<file path="src/rtl/mfx_pkg.sv">
package mfx_pkg;
  typedef enum logic [1:0] {
    OP_ADD  = 2'd0,
    OP_ADDC = 2'd1,
    OP_SUB  = 2'd2,
    OP_SUBB = 2'd3
  } op_e;

  localparam int unsigned FLAG_N = 4;

  // packed low to high: c, m, l, z (register layout depends on this)
  typedef struct packed {
    logic z;
    logic l;
    logic m;
    logic c;
  } flag_t;
endpackage

</file>
<file path="src/rtl/mfx_addsub.sv">
module mfx_addsub
  import mfx_pkg::*;
#(
  parameter int unsigned DW = 256
) (
  input  logic [DW-1:0] a_i,
  input  logic [DW-1:0] b_i,
  input  op_e           op_i,
  input  logic          cflag_i,
  output logic [DW-1:0] sum_o,
  output logic          carry_o
);
  logic          is_sub;
  logic          use_c;
  logic          cin;
  logic [DW-1:0] b_eff;
  logic [DW:0]   full;

  always_comb begin
    is_sub  = (op_i == OP_SUB) || (op_i == OP_SUBB);
    use_c   = (op_i == OP_ADDC) || (op_i == OP_SUBB);
    b_eff   = is_sub ? ~b_i : b_i;
    // subtraction as a + ~b + ~borrow_in
    cin     = is_sub ? ~(use_c & cflag_i) : (use_c & cflag_i);
    full    = {1'b0, a_i} + {1'b0, b_eff} + {{DW{1'b0}}, cin};
    sum_o   = full[DW-1:0];
    carry_o = is_sub ? ~full[DW] : full[DW];
  end
endmodule

</file>
<file path="src/rtl/mfx_flag_calc.sv">
module mfx_flag_calc
  import mfx_pkg::*;
#(
  parameter int unsigned DW = 256
) (
  input  logic [DW-1:0] sum_i,
  input  logic          carry_i,
  output flag_t         flags_o
);
  always_comb begin
    flags_o.c = carry_i;
    flags_o.m = sum_i[DW-1];
    flags_o.l = sum_i[0];
    flags_o.z = ~|sum_i;
  end
endmodule

</file>
<file path="src/rtl/mfx_flag_bank.sv">
module mfx_flag_bank
  import mfx_pkg::*;
#(
  parameter int unsigned NGRP = 2,
  parameter int unsigned GW   = 1,
  parameter int unsigned CSRW = 32
) (
  input  logic                   clk_i,
  input  logic                   rst_ni,
  input  logic                   upd_i,
  input  logic [GW-1:0]          grp_i,
  input  flag_t                  new_i,
  input  logic                   csr_we_i,
  input  logic [NGRP*FLAG_N-1:0] csr_wdata_i,
  output flag_t [NGRP-1:0]       flags_o,
  output logic [CSRW-1:0]        csr_rdata_o
);
  localparam int unsigned FW = NGRP * FLAG_N;

  for (genvar g = 0; g < NGRP; g++) begin : g_bank
    always_ff @(posedge clk_i or negedge rst_ni) begin
      if (!rst_ni) begin
        flags_o[g] <= '0;
      end else if (csr_we_i) begin
        flags_o[g] <= csr_wdata_i[g*FLAG_N +: FLAG_N];
      end else if (upd_i && (grp_i == GW'(g))) begin
        flags_o[g] <= new_i;
      end
    end
  end

  assign csr_rdata_o = {{(CSRW-FW){1'b0}}, flags_o};
endmodule

</file>
<file path="src/rtl/mfx_wide_adder.sv">
module mfx_wide_adder
  import mfx_pkg::*;
#(
  parameter int unsigned DW   = 256,
  parameter int unsigned NGRP = 2,
  parameter int unsigned CSRW = 32,
  localparam int unsigned GW  = (NGRP > 1) ? $clog2(NGRP) : 1,
  localparam int unsigned FW  = NGRP * FLAG_N
) (
  input  logic            clk_i,
  input  logic            rst_ni,
  input  logic            valid_i,
  input  logic [1:0]      op_i,
  input  logic [GW-1:0]   grp_i,
  input  logic [DW-1:0]   a_i,
  input  logic [DW-1:0]   b_i,
  input  logic            csr_we_i,
  input  logic [CSRW-1:0] csr_wdata_i,
  output logic [CSRW-1:0] csr_rdata_o,
  output logic [DW-1:0]   result_o,
  output logic            res_valid_o
);
  flag_t [NGRP-1:0] flags;
  flag_t            new_flags;
  logic [DW-1:0]    sum;
  logic             carry;
  logic             unused_wdata;

  assign unused_wdata = ^csr_wdata_i[CSRW-1:FW];

  mfx_addsub #(.DW(DW)) u_addsub (
    .a_i     (a_i),
    .b_i     (b_i),
    .op_i    (op_e'(op_i)),
    .cflag_i (flags[grp_i].c),
    .sum_o   (sum),
    .carry_o (carry)
  );

  mfx_flag_calc #(.DW(DW)) u_calc (
    .sum_i   (sum),
    .carry_i (carry),
    .flags_o (new_flags)
  );

  mfx_flag_bank #(.NGRP(NGRP), .GW(GW), .CSRW(CSRW)) u_bank (
    .clk_i       (clk_i),
    .rst_ni      (rst_ni),
    .upd_i       (valid_i),
    .grp_i       (grp_i),
    .new_i       (new_flags),
    .csr_we_i    (csr_we_i),
    .csr_wdata_i (csr_wdata_i[FW-1:0]),
    .flags_o     (flags),
    .csr_rdata_o (csr_rdata_o)
  );

  always_ff @(posedge clk_i or negedge rst_ni) begin
    if (!rst_ni) begin
      result_o    <= '0;
      res_valid_o <= 1'b0;
    end else begin
      res_valid_o <= valid_i;
      if (valid_i) result_o <= sum;
    end
  end
endmodule

</file>
<file path="config.mk">
export PLATFORM = sky130hd
export DESIGN_NAME = mfx_wide_adder
export DESIGN_NICKNAME = d
export VERILOG_FILES = /design/src/rtl/mfx_pkg.sv /design/src/rtl/mfx_addsub.sv /design/src/rtl/mfx_flag_calc.sv /design/src/rtl/mfx_flag_bank.sv /design/src/rtl/mfx_wide_adder.sv
export SDC_FILE = /design/constraint.sdc
export NUM_CORES = 1
export LEC_CHECK = 0
export BUFFER_PORTS_ARGS = -buffer_cell sky130_fd_sc_hd__buf_4
export CORE_AREA = 4 4 323 325
export CTS_BUF_LIST = sky130_fd_sc_hd__clkbuf_8
export CTS_CLUSTER_SIZE = 24
export DETAILED_ROUTE_END_ITERATION = 12
export DIE_AREA = 0 0 327 329
export PLACE_DENSITY_LB_ADDON = 0.1
export SLEW_MARGIN = 20
export SYNTH_ARGS = -nofsm -noshare
export SYNTH_HDL_FRONTEND = slang
export SYNTH_HIERARCHICAL = 1
export SYNTH_SLANG_ARGS = --single-unit
</file>
<file path="constraint.sdc">
create_clock -name clk_i -period 6.42 [get_ports clk_i]
set_input_delay 0.642 -clock clk_i [delete_from_list [all_inputs] [get_ports clk_i]]
set_output_delay 0.642 -clock clk_i [all_outputs]
set_load 0.05 [all_outputs]
</file>
==> results.txt <==
- From left edge to right edge, the die measures between 300 and 400 um.
* Total clock sinks: 265
- IR analysis of the VDD net gives a maximum drop of between 200 and 250 uV.
* Tmin final: between 6 and 7 ns
- Slew Limit Headroom: a little under two fifths
- Slew of the pin with the lowest slew margin: 0.936 ns
- Source-to-sink clock delay at the later pin of the worst-skew pair: just over 0.7 ns
* Number of max-slew violations in the final report: 0
- Crit path capture type: flop
- CTS tree: yes
- Total half-perimeter wirelength after legalization and detailed placement: 162000 um
* Family of cells with the greatest summed delay on the critical path: compound AO/OA/AOI/OAI gates
* Global-route wire length before repair: around 260000 um
- The run finished with clean final reports.
- The cell count after synthesis came out at between 4000 and 5000.
- Clock slew at reported path FFs: ~0.060 ns
- The initial utilization of the core area, before any placement, comes to 32.6%.
- Final Net Count: ~6600
- In this run the number of H-tree levels came out at 2.
- Sequential cells burn 17.9% of the power.
- At the end of routability-driven placement, the weighted congestion stood at a little over 1.
* Setup TNS after final layout: 0 ns
- Count of routing violations after the opening detailed-route iteration: 2917
* Post-detailed-route via-to-cell ratio: 5.38
- Total chip power: between 0.01 and 0.015 W
- Count of yosys warnings during synthesis: 6
* Vert. Die Dim: approximately 330 um
* Required time of the critical path: 7.09 ns
* Worst Clk Skew: ~0.04 ns
- Worst Hold Class: in -> reg
* Fraction of power consumed by combinational cells: between 60% and 70%
- Max-cap violations in this run came to 0.
- The synthesized netlist occupies a cell area of around 0.033 mm^2.
- The initialized floorplan defines between 100 and 150 standard-cell rows.
- In the routed design, unresolved DRC markers number 0.
* Classification of the worst setup path: reg -> reg
- Of the available clock period, the critical path in the final layout requires between 90% and 100%.
- Leakage power of the design: between 20 and 25 nW
- The die covers about 0.11 mm^2.
- Remaining global-route overflow: 0
- The largest single stage delay on the critical path is about 0.6 ns.
* Share of layout cells above drive strength 1: 38.7%
* Final core utilization: roughly 48%
- In the global route stage, overall resource usage came out at between 30 and 40%.
- Clock root buffer: sky130_fd_sc_hd__clkbuf_8
- Dividing total power by cell area gives a power density of 308 mW/mm^2.
- During I/O placement, the number of pins put on the boundary was 840.
- Of all nets on the critical path, the largest fanout is 3.
- Initial antenna violation count: 6
- STA classifies the critical path startpoint as a flop.
- Total net switching power: around 0.0076 W
- Floorplan core area: around 0.10 mm^2
* Standard cell area after detailed placement: ~0.047 mm^2
- Net switching is ~50% of the power.
- Layout overhead on the synthesized area: 46.7%
- Smallest hold slack: around 0.15 ns
- Bufs and invs on worst path: 3
- Iteration count of the initial detailed-routing pass: 6
- In this run the remaining antenna-violating nets after routing total 0.
* Average routed wire per standard cell: ~26 um
- Multi-input gate area in the final layout: 0.0250 mm^2
- Peak Freq: around 160 MHz
* Vias post-DR: ~39000
- Most numerous cell on the critical path: sky130_fd_sc_hd__buf_4
- Layout Cell Area excl Fill: 0.0486 mm^2
- Data on the critical path arrives at its endpoint at ~7 ns.
- Per report_power, the clock group accounts for 13.5% of the total.
* Cell Int Power: about 0.0073 W
- Maximum number of pins on one net before global-route repair: 125
* Mean Syn Cell Area: around 8.0 um^2
- Counting the fill cells in the layout gives between 10000 and 15000.
* Area of all sequential standard cells: about 0.0066 mm^2
* WL final: between 150000 and 200000 um
- The number of hold-slack violations in the final timing report is 0.
- Port-buffer cells: about 790
- Setup violations remaining at the end of the flow were counted as 0.
* Slowest cell on the critical path: sky130_fd_sc_hd__a2111oi_4
- The clock passes through at most 3 buffers.
- Number of global-route vias before repair: 39200
- Clock buffers created by TritonCTS: 53
[power groups by stage]
stage	registers (W)	clock network [W]	logic, W
floorplan	0.00488	0	0.00337
global placement	0.00269	0	0.0102
detailed placement	0.00270	0	0.0102
CTS	0.00268	0.00209	0.0102
global route	0.00275	0.00215	0.0108
finish	0.00267	0.00202	0.0103
[stage by stage]
stage	cells	worst slack (ns)
floorplan	4182	0.230
global placement	7090	-1.05
CTS	7187	0.0317
global route	7195	-0.00406
finish	7196	0.0756
detailed placement	7090	-1.01
[timing repair]
item | 4_1_cts | 5_1_grt
pin swaps | 10 | 30
hold endpoints to repair | 70 | 0
setup buffers | 0 | 6
endpoints found under the setup margin | 2 | 2
hold buffers | 1 | 0
resized for setup | 17 | 27
[registers in the layout, summed over array words and instances (netlist names)]
register	count
res_valid_o	1
u_bank/csr_rdata_o	8
result_o	256
[worst paths after layout]
| kind | start | to | slack (ns) | cells after the start |
|---|---|---|---|---|
| min | csr_wdata_i[6] | u_bank/csr_rdata_o[6]$_DFFE_PN0P_ | 0.15 | 2 |
| min in group asynchronous | rst_ni | result_o[16]$_DFFE_PN0P_ | 0.45 | 2 |
| max | u_bank/csr_rdata_o[4]$_DFFE_PN0P_ | u_bank/csr_rdata_o[7]$_DFFE_PN0P_ | 0.08 | 26 |
| max reg2reg | u_bank/csr_rdata_o[4]$_DFFE_PN0P_ | u_bank/csr_rdata_o[7]$_DFFE_PN0P_ | 0.08 | 26 |
| min reg2reg | result_o[200]$_DFFE_PN0P_ | result_o[200]$_DFFE_PN0P_ | 0.51 | 1 |
| max in group asynchronous | rst_ni | result_o[127]$_DFFE_PN0P_ | 4.77 | 3 |
[worst register-to-register path, stage by stage, from the launching register on]
cell	delay (ns)
sky130_fd_sc_hd__dfrtp_1	0.40
sky130_fd_sc_hd__mux2_2	0.28
sky130_fd_sc_hd__nand2_1	0.08
sky130_fd_sc_hd__xnor2_1	0.16
sky130_fd_sc_hd__fa_2	0.29
sky130_fd_sc_hd__buf_4	0.13
sky130_fd_sc_hd__a211oi_2	0.07
sky130_fd_sc_hd__o211ai_1	0.30
sky130_fd_sc_hd__a2111o_1	0.23
sky130_fd_sc_hd__nand3_2	0.13
sky130_fd_sc_hd__a2111oi_4	0.60
sky130_fd_sc_hd__o211ai_1	0.27
sky130_fd_sc_hd__and3_4	0.27
sky130_fd_sc_hd__o21ai_2	0.15
sky130_fd_sc_hd__a31o_4	0.20
sky130_fd_sc_hd__a41oi_4	0.18
sky130_fd_sc_hd__o41ai_4	0.45
sky130_fd_sc_hd__buf_4	0.18
sky130_fd_sc_hd__a31oi_1	0.12
sky130_fd_sc_hd__xnor2_1	0.18
sky130_fd_sc_hd__nor4_1	0.31
sky130_fd_sc_hd__nand4_1	0.22
sky130_fd_sc_hd__nor4_2	0.32
sky130_fd_sc_hd__buf_4	0.21
sky130_fd_sc_hd__and4_4	0.26
sky130_fd_sc_hd__and4b_1	0.21
sky130_fd_sc_hd__a221o_1	0.11
[cells in the final DEF, fill, tap and decap left out, types with 9 or more instances in the layout]
cell,instances
sky130_fd_sc_hd__nor4_1,87
sky130_fd_sc_hd__nand2b_1,18
sky130_fd_sc_hd__o21a_1,33
sky130_fd_sc_hd__o21ai_0,280
sky130_fd_sc_hd__nor2_1,314
sky130_fd_sc_hd__mux2_2,257
sky130_fd_sc_hd__and2_1,11
sky130_fd_sc_hd__a21oi_2,13
sky130_fd_sc_hd__a21boi_0,28
sky130_fd_sc_hd__nor3_1,68
sky130_fd_sc_hd__o211ai_1,11
sky130_fd_sc_hd__o31ai_1,19
sky130_fd_sc_hd__dfrtp_1,265
sky130_fd_sc_hd__a21oi_1,498
sky130_fd_sc_hd__a31oi_1,26
sky130_fd_sc_hd__nor4_2,15
sky130_fd_sc_hd__buf_12,9
sky130_fd_sc_hd__xor2_1,353
sky130_fd_sc_hd__clkbuf_8,66
sky130_fd_sc_hd__buf_4,1783
sky130_fd_sc_hd__o2111ai_1,9
sky130_fd_sc_hd__o21bai_1,97
sky130_fd_sc_hd__a21o_1,92
sky130_fd_sc_hd__nand3_1,48
sky130_fd_sc_hd__or2_2,9
sky130_fd_sc_hd__xnor2_1,158
sky130_fd_sc_hd__a221oi_1,18
sky130_fd_sc_hd__nand2_1,419
sky130_fd_sc_hd__ha_1,255
sky130_fd_sc_hd__conb_1,24
sky130_fd_sc_hd__o21ai_1,15
sky130_fd_sc_hd__nor2b_1,12
sky130_fd_sc_hd__inv_1,108
sky130_fd_sc_hd__nand4_1,173
sky130_fd_sc_hd__and4_1,13
sky130_fd_sc_hd__and3_1,9
[area by class of cell]
type	instances	area share [%]
inverters	96	0.742
flip-flops and latches	265	13.7
repair buffers	1796	28.1
diodes	3	0.0155
well taps	1368	3.53
clock buffers	66	1.87
multi-input cells	3572	51.6
clock inverters	30	0.577
[per-layer routing]
| metal | global-route usage, % | up-vias | part of all wire (%) |
|---|---|---|---|
| met5 | 0 | - | 0 |
| met1 | 40.7 | 18500 | 41 |
| met4 | 11.1 | 0 | 3.7 |
| met2 | 57.9 | 1447 | 49 |
| li1 | - | 18500 | - |
| met3 | 5.14 | 247 | 6.0 |
Note: power is estimated with default switching activity, not from simulation.
